===== config.mk =====
export PLATFORM = sky130hd
export DESIGN_NAME = fwd_hazard_unit
export DESIGN_NICKNAME = d
export VERILOG_FILES = /design/src/rtl/fwd_hazard_unit.sv
export SDC_FILE = /design/constraint.sdc
export NUM_CORES = 1
export LEC_CHECK = 0
export ABC_AREA = 1
export CAP_MARGIN = 5
export CORE_MARGIN = 1.5
export CORE_UTILIZATION = 40
export DETAILED_ROUTE_END_ITERATION = 8
export DONT_BUFFER_PORTS = 1
export PLACE_DENSITY_LB_ADDON = 0.08
export SYNTH_ARGS = -nofsm -noshare
export SYNTH_HDL_FRONTEND = slang
export SYNTH_SLANG_ARGS = --single-unit

===== constraint.sdc =====
create_clock -name clk -period 2.58 [get_ports clk]
set_clock_uncertainty 0.1 [all_clocks]
set_input_delay 0.258 -clock clk [delete_from_list [all_inputs] [get_ports clk]]
set_output_delay 0.258 -clock clk [all_outputs]
set_load 0.01 [all_outputs]

===== src/rtl/fwd_hazard_unit.sv =====
module fwd_hazard_unit #(
  parameter int AW = 5
) (
  input  logic          clk,
  input  logic          rst_n,
  input  logic [AW-1:0] id_rs1,
  input  logic [AW-1:0] id_rs2,
  input  logic          id_is_store,
  input  logic [AW-1:0] ex_rs1,
  input  logic [AW-1:0] ex_rs2,
  input  logic [AW-1:0] ex_rd,
  input  logic          ex_we,
  input  logic          ex_is_load,
  input  logic [AW-1:0] mem_rd,
  input  logic          mem_we,
  input  logic          mem_is_load,
  input  logic          mem_is_store,
  input  logic [AW-1:0] mem_data_src,
  input  logic [AW-1:0] wb_rd,
  input  logic          wb_we,
  output logic [1:0]    fwd_a,
  output logic [1:0]    fwd_b,
  output logic          st_fwd,
  output logic          hold,
  output logic          bubble
);

  localparam logic [1:0] SEL_RF  = 2'b00;
  localparam logic [1:0] SEL_MEM = 2'b01;
  localparam logic [1:0] SEL_WB  = 2'b10;
  localparam logic [AW-1:0] ZERO = '0;

  logic mem_live, wb_live, ld_live, load_use, hold_q;

  assign mem_live = mem_we && !mem_is_load && (mem_rd != ZERO);
  assign wb_live  = wb_we && (wb_rd != ZERO);
  assign ld_live  = ex_we && ex_is_load && (ex_rd != ZERO);

  function automatic logic [1:0] pick(input logic [AW-1:0] src,
                                      input logic m_ok, input logic [AW-1:0] m_rd,
                                      input logic w_ok, input logic [AW-1:0] w_rd);
    if (m_ok && m_rd == src)      return SEL_MEM;
    else if (w_ok && w_rd == src) return SEL_WB;
    else                          return SEL_RF;
  endfunction

  assign fwd_a  = pick(ex_rs1, mem_live, mem_rd, wb_live, wb_rd);
  assign fwd_b  = pick(ex_rs2, mem_live, mem_rd, wb_live, wb_rd);
  assign st_fwd = mem_is_store && wb_live && (wb_rd == mem_data_src);

  assign load_use = ld_live &&
                    ((id_rs1 == ex_rd) || (!id_is_store && id_rs2 == ex_rd));
  assign hold   = load_use && !hold_q;
  assign bubble = hold;

  always_ff @(posedge clk or negedge rst_n)
    if (!rst_n) hold_q <= 1'b0;
    else        hold_q <= hold;

  p_single_stall_r8: assert property (@(posedge clk) disable iff (!rst_n)
    hold |=> !hold);

  p_zero_reg_r4: assert property (@(posedge clk) disable iff (!rst_n)
    (ex_rs1 == ZERO) |-> (fwd_a == SEL_RF));

  p_unwritten_r5: assert property (@(posedge clk) disable iff (!rst_n)
    (!mem_we && !wb_we) |-> (fwd_a == SEL_RF && fwd_b == SEL_RF && !st_fwd));

  p_needs_load_r6: assert property (@(posedge clk) disable iff (!rst_n)
    hold |-> (ex_is_load && ex_we && bubble));

  p_store_data_r7: assert property (@(posedge clk) disable iff (!rst_n)
    (id_is_store && id_rs1 != ex_rd) |-> !hold);

  p_far_no_stall_r9: assert property (@(posedge clk) disable iff (!rst_n)
    !ex_is_load |-> !hold);

endmodule


# == Yosys cells after proc, flatten, opt, wreduce, memory -nomap -nowiden ==
# Cells that the tools add are included.
# word_totals
reg_bits,1
elab_cells,33
inputBits,49
out_inout_bits,7
# classes
n_eq_ne,7
n_reduce_logical,21
mux,4
# op_table
operator,n
$eq A5 B5 Y1,7
$reduce_bool A5 Y1,3
$logic_and A1 B1 Y1,14
$mux W2,4
$logic_not A1 Y1,3
$logic_or A1 B1 Y1,1

# == Longest topological paths before layout ==
# Gate-level depths: netlist (run 1).
# depth
word_depth,5
mapped_depth,7
depth_no_buf,7

# == Least setup slack after synthesis (run 1) ==
# No wires, ideal clock.
# synth_path
path_type,input-to-output
start,input id_rs2[3]
end,output hold
n_path_buf,1
slack_ps,1223
required_ps,2222
path_stages,7
arrival_time_ps,999
cell_sequence,inv_1 > nand2_1 > nand2_1 > nor2_1 > nand3_1 > a21oi_1 > buf_4
# synth_between
elab_chain_cells,5
# synth_lines
item,line,text
from (decl),7,"input logic [AW-1:0] id_rs2,"
$eq A5 B5 Y1,52,((id_rs1 == ex_rd) || (!id_is_store && id_rs2 == ex_rd));
$logic_and A1 B1 Y1,52,
$logic_or A1 B1 Y1,52,
$logic_and A1 B1 Y1,51,assign load_use = ld_live &&
$logic_and A1 B1 Y1,53,assign hold = load_use && !hold_q;
to (decl),24,"output logic hold,"
# No other way between the ends.

# == Worst setup path after layout (run 1) ==
# layout_path
start,input ex_rd[4]
end,output bubble
# layout_between
elab_chain_cells,5
word_cells_on_any_way,8
classes_between,eq/ne: 2; reduce/logical: 6
# layout_lines
item,line,text
from (decl),11,"input logic [AW-1:0] ex_rd,"
$eq A5 B5 Y1,52,
$logic_and A1 B1 Y1,52,
$logic_or A1 B1 Y1,52,
$logic_and A1 B1 Y1 *,51,
$logic_and A1 B1 Y1 *,53,
to (decl),25,output logic bubble
# Every way passes the cells marked *; elsewhere a longest branch is shown, timed or not.

==> results.toml, run 1 <==
[synthesis]
synth_top_family_by_area = "simple AND/OR/NAND/NOR gates"
synth_warnings = 0
synth_compound_area_share_pct = 4.263
yosysSeqAreaShare_pct = 3.552
synth-simple-area-share_pct = 62.34
synth_xor_xnor_area_share_pct = 11.19
muxShareOfSynthArea_pct = 0
synth.net_count = 204
yosysTopAreaCellShare_pct = 35.17
synth.distinct_cells = 16
ys_ff_latch = 1
synth_top_area_cell = "nand2_1"
ys_top_cells_by_area = "nand2_1 (35%), nor2_1 (13%), inv_1 (11%)"
synthCells = 155
avgSynthCellArea_sq_um = 4.545
syn_area_sq_um = 704.4
synth_adder_area_share_pct = 0

[routing]
drc = 0
drt-wirelength-per-cell_microns = 10.01
drt-total-wl_microns = 1711
vias_per_cell = 4.930
ant_nets = 0
drtPass1Iterations = 4
drt_iter0_drc = 8
num_vias = 843

[global_routing]
antenna_found_initial = 0
grt_pass1_vias = 734
grt_max_degree = 6
grt_overflow = 0
track_usage_pct = 18.29
grt_pass1_wl_microns = 2932

[critical_path]
start_kind = "primary input"
arrival_ns = 1.04
slowest_stage = "a21oi_1"
path_cells = "inv_2, nand2_1, nand2_1, nor2_1, nand3_1, a21oi_1"
critPathKind = "in2out"
worst-endpoint-required_ns = 2.22
path_common_cell = "nand2_1"
cpPeakStageDelay_ns = 0.45
critPathMaxFanout = 3
endpoint_kind = "output port"

[timing]
fin_setup_tns_ns = 0
finalCritPeriodShare_pct = 54.05
slew_headroom_pct = 64.74
rsz0062_at_grt = "false"
fin_crit_ns = 1.394
setup_viol = 0
hold_viol = 0
setup_ws_ns = 1.186
max_freq_ghz = 0.7171
whs_ns = 0.3753
worst_slew_pin_slew_ns = 0.5288
drv_slew = 0

[worst_hold_path]
hp-class = "in2async"

[placement]
io_buffer_count = 0
dp_slack_ns = 1.189
gp_congestion = 0.7797
dp_hpwl_microns = 1579
numPlacedInstances = 170

[clocking]
cts_setup_buffers = 0
clock_latency_ns = 0
ctsHoldBuffers = 1
post_cts_resize_count = 0
clk_pin_slew_ns = 0

[floorplanning]
rows = 14
start_util_pct = 44.68
core_area_sq_um = 1577
die_w_microns = 44.97
ioPinCount = 56
fp.dieArea_sq_um = 2022
fp.dieH_microns = 44.97

[layout]
reg_top3 = "hold_q: 1 flops"
largest_register_ffs = 1
nets = 206
fin_cells = 171
top_register = "hold_q"
final_common_cell = "nand2_1"
antenna_cells = 0
final_cell_mix = "nand2_1 (66), nor2_1 (24), inv_1 (21)"
syn_to_final_growth_pct = 3.197
final_util_pct = 46.11
drive_above_1_share_pct = 10.32

[outcome]
status = "complete, no violations"

[flow_run]
timing.max_cap.violations = 0

[power_and_ir_drop]
p_per_area_nw_per_um2 = 137.3
peakVddDrop_mv = 0.1006
power.leakage_nw = 0.4570
worst paths after layout:
check / from / slack [ns] / endpoint / cells past startpoint
max: ex_rd[4] / 1.19 / bubble / 6
min: rst_n / 0.38 / hold_q / 1
max reg2reg: hold_q / 1.40 / hold_q / 3
min reg2reg: hold_q / 0.51 / hold_q / 3
max in group asynchronous: rst_n / 1.90 / hold_q / 1
min in group clk: ex_is_load / 0.42 / hold_q / 2
area by class of cell:
cell class,count,area (sq um)
fillers,183,849.6
inverters,33,123.9
multi-input cells,120,548.0
flip-flops and latches,1,25.02
well taps,16,20.02
repair buffers,1,10.01
through the flow:
step                      cell area, sq um  total power, W
after detailed placement             716.9      0.00009863
after global routing                 726.9       0.0001167
after CTS                            726.9       0.0001004
final                                726.9      0.00009984
after global placement               716.9      0.00009637
after floorplan                      704.4      0.00008794
logic make-up after synthesis:
group,after synthesis
buffers and inverters,34
AND/OR/NAND/NOR,105
flip-flops,1
XOR/XNOR,9
AO/OA/AOI/OAI,6
layer usage:
| layer | vias to the layer above | wire length, microns | track usage (%) |
|---|---|---|---|
| met3 | 0 | 218 | 5.600 |
| met5 | - | 0 | 0 |
| li1 | 457 | - | - |
| met2 | 36 | 748 | 28.57 |
| met1 | 350 | 744 | 26.33 |
| met4 | 0 | 0 | 0 |
where the power goes:
part / switching [W] / internal [W] / leakage (nW)
clock: 0 / 0 / 0
combinational: 0.0000445 / 0.0000391 / 0.443
sequential: 0.0000000674 / 0.0000163 / 0.0139
Yosys cell counts, drive strengths merged:
cell    count
inv        33
nand3b      1
nand4       6
xor2        2
nor2       26
nand3       5
xnor2       7
nand2      67
a21oi       1
buf         1
o21ai       5
dfrtp       1
critical path: cells and delay by family:
family                 cells  cell delay [ns]
buffers and inverters      1             0.02
AND/OR/NAND/NOR            4             0.30
AO/OA/AOI/OAI              1             0.45
No activity file was read; power rests on OpenSTA's default activity.
==> run 2, diff against run 1 <==
==> constraint.sdc (replaced) <==
create_clock -name clk -period 1.3 [get_ports clk]
set_clock_uncertainty 0.1 [all_clocks]
set_input_delay 0.13 -clock clk [delete_from_list [all_inputs] [get_ports clk]]
set_output_delay 0.13 -clock clk [all_outputs]
set_load 0.01 [all_outputs]
==> results.toml, run 2 (synthesis gave the netlist of run 1 again) <==
[outcome]
status = "complete, no violations"

[flow_run]
timing.max_cap.violations = 0

[power_and_ir_drop]
p_per_area_nw_per_um2 = 268.9
peakVddDrop_mv = 0.1898
power.leakage_nw = 0.4624

[timing]
slew_headroom_pct = 84.23
rsz0062_at_grt = "false"
setup_viol = 0
setup_ws_ns = 0.2763
fin_crit_ns = 1.024
hold_viol = 0
fin_setup_tns_ns = 0
drv_slew = 0
worst_slew_pin_slew_ns = 0.2356
finalCritPeriodShare_pct = 78.74
max_freq_ghz = 0.9769

[routing]
drtPass1Iterations = 4
vias_per_cell = 4.808
drt-total-wl_microns = 1706
drc = 0
ant_nets = 0
drt_iter0_drc = 14
drt-wirelength-per-cell_microns = 9.919
num_vias = 827

[critical_path]
critPathKind = "in2out"
endpoint_kind = "output port"
rrSetupSlack_ns = 0.36
reg2reg_from = "hold_q"
r2r_end = "hold_q"
reg2regPathDepth = 4
start_kind = "primary input"
crit_path_start = "mem_rd[1]"
critPathMaxFanout = 3
arrival_ns = 0.79
worst-endpoint-required_ns = 1.07

[global_routing]
grt_overflow = 0
grt_max_degree = 6
track_usage_pct = 17.88
grt_pass1_vias = 741
grt_pass1_wl_microns = 2863
antenna_found_initial = 0

[layout]
nets = 207
drive_above_1_share_pct = 10.90
final_common_cell = "nand2_1"
final_util_pct = 46.59
fin_cells = 172
largest_register_ffs = 1
syn_to_final_growth_pct = 4.263
design_area_sq_um = 734.5
final_cell_mix = "nand2_1 (66), nor2_1 (24), inv_1 (21)"
antenna_cells = 0
top_register = "hold_q"
reg_top3 = "hold_q: 1 flops"

[clocking]
clock_latency_ns = 0
cts_setup_buffers = 0
post_cts_resize_count = 0
clk_pin_slew_ns = 0

[placement]
gp_congestion = 0.8017
detailed_place.area_sq_um = 724.4
io_buffer_count = 0
dp_hpwl_microns = 1551
numPlacedInstances = 171
dp_slack_ns = 0.2855

[floorplanning]
fp.dieH_microns = 44.97
ioPinCount = 56
die_w_microns = 44.97
core_area_sq_um = 1577
rows = 14
start_util_pct = 44.68
fp.dieArea_sq_um = 2022

[worst_hold_path]
hp-class = "in2async"
==> run 2: worst max-delay path by stage <==
stage                           to  slack [ns]  cells after the start
after floorplan               hold        0.15                      4
after global placement    fwd_a[1]        0.31                      5
after detailed placement  fwd_b[1]        0.29                      7
after CTS                 fwd_b[1]        0.29                      7
after global routing      fwd_a[1]        0.20                      5
final                     fwd_b[1]        0.28                      7
==> run 2: final cells by class <==
class,instances,area [sq um]
sequential,1,25.02
tap,16,20.02
inverter,33,123.9
timing repair buffer,2,17.52
fill,182,842.1
multi-input combinational,120,548.0
==> run 2: metal layers <==
| layer | up-vias | global-route usage, % | part of all wire [%] |
|---|---|---|---|
| met5 | - | 0 | 0 |
| met4 | 0 | 0.5882 | 0 |
| met3 | 0 | 5.600 | 11 |
| met2 | 35 | 26.57 | 43 |
| met1 | 332 | 26.57 | 46 |
| li1 | 460 | - | - |
==> run 2: repair_timing <==
item | 4_1_cts | 5_1_grt
hold buffers | 1 | 0
endpoints found under the setup margin | 0 | 0
hold endpoints to repair | 1 | 0
==> run 2: critical path, stage by stage <==
cell	delay, ns
inv_1	0.04
nand2_1	0.06
nand2_1	0.05
nor2_1	0.12
nand3_1	0.09
nor2_2	0.18
nor2_1	0.11
==> run 2: power by group <==
| part | leakage, nW | total (W) | switching (W) | internal [W] |
|---|---|---|---|---|
| clock network | 0 | 0 | 0 | 0 |
| registers | 0.0139 | 0.0000324 | 0.000000139 | 0.0000322 |
| logic | 0.449 | 0.000165 | 0.0000869 | 0.0000782 |
| total | 0.462 | 0.000197 | 0.0000870 | 0.000110 |
==> run 2: stage by stage <==
stage / power [W] / hold slack, ns
finish: 0.0001975 / 0.2467
global route: 0.0002319 / 0.2501
CTS: 0.0001986 / 0.2475
detailed placement: 0.0001952 / -0.2656
global placement: 0.0001931 / -0.2656
floorplan: 0.0001745 / -0.2656
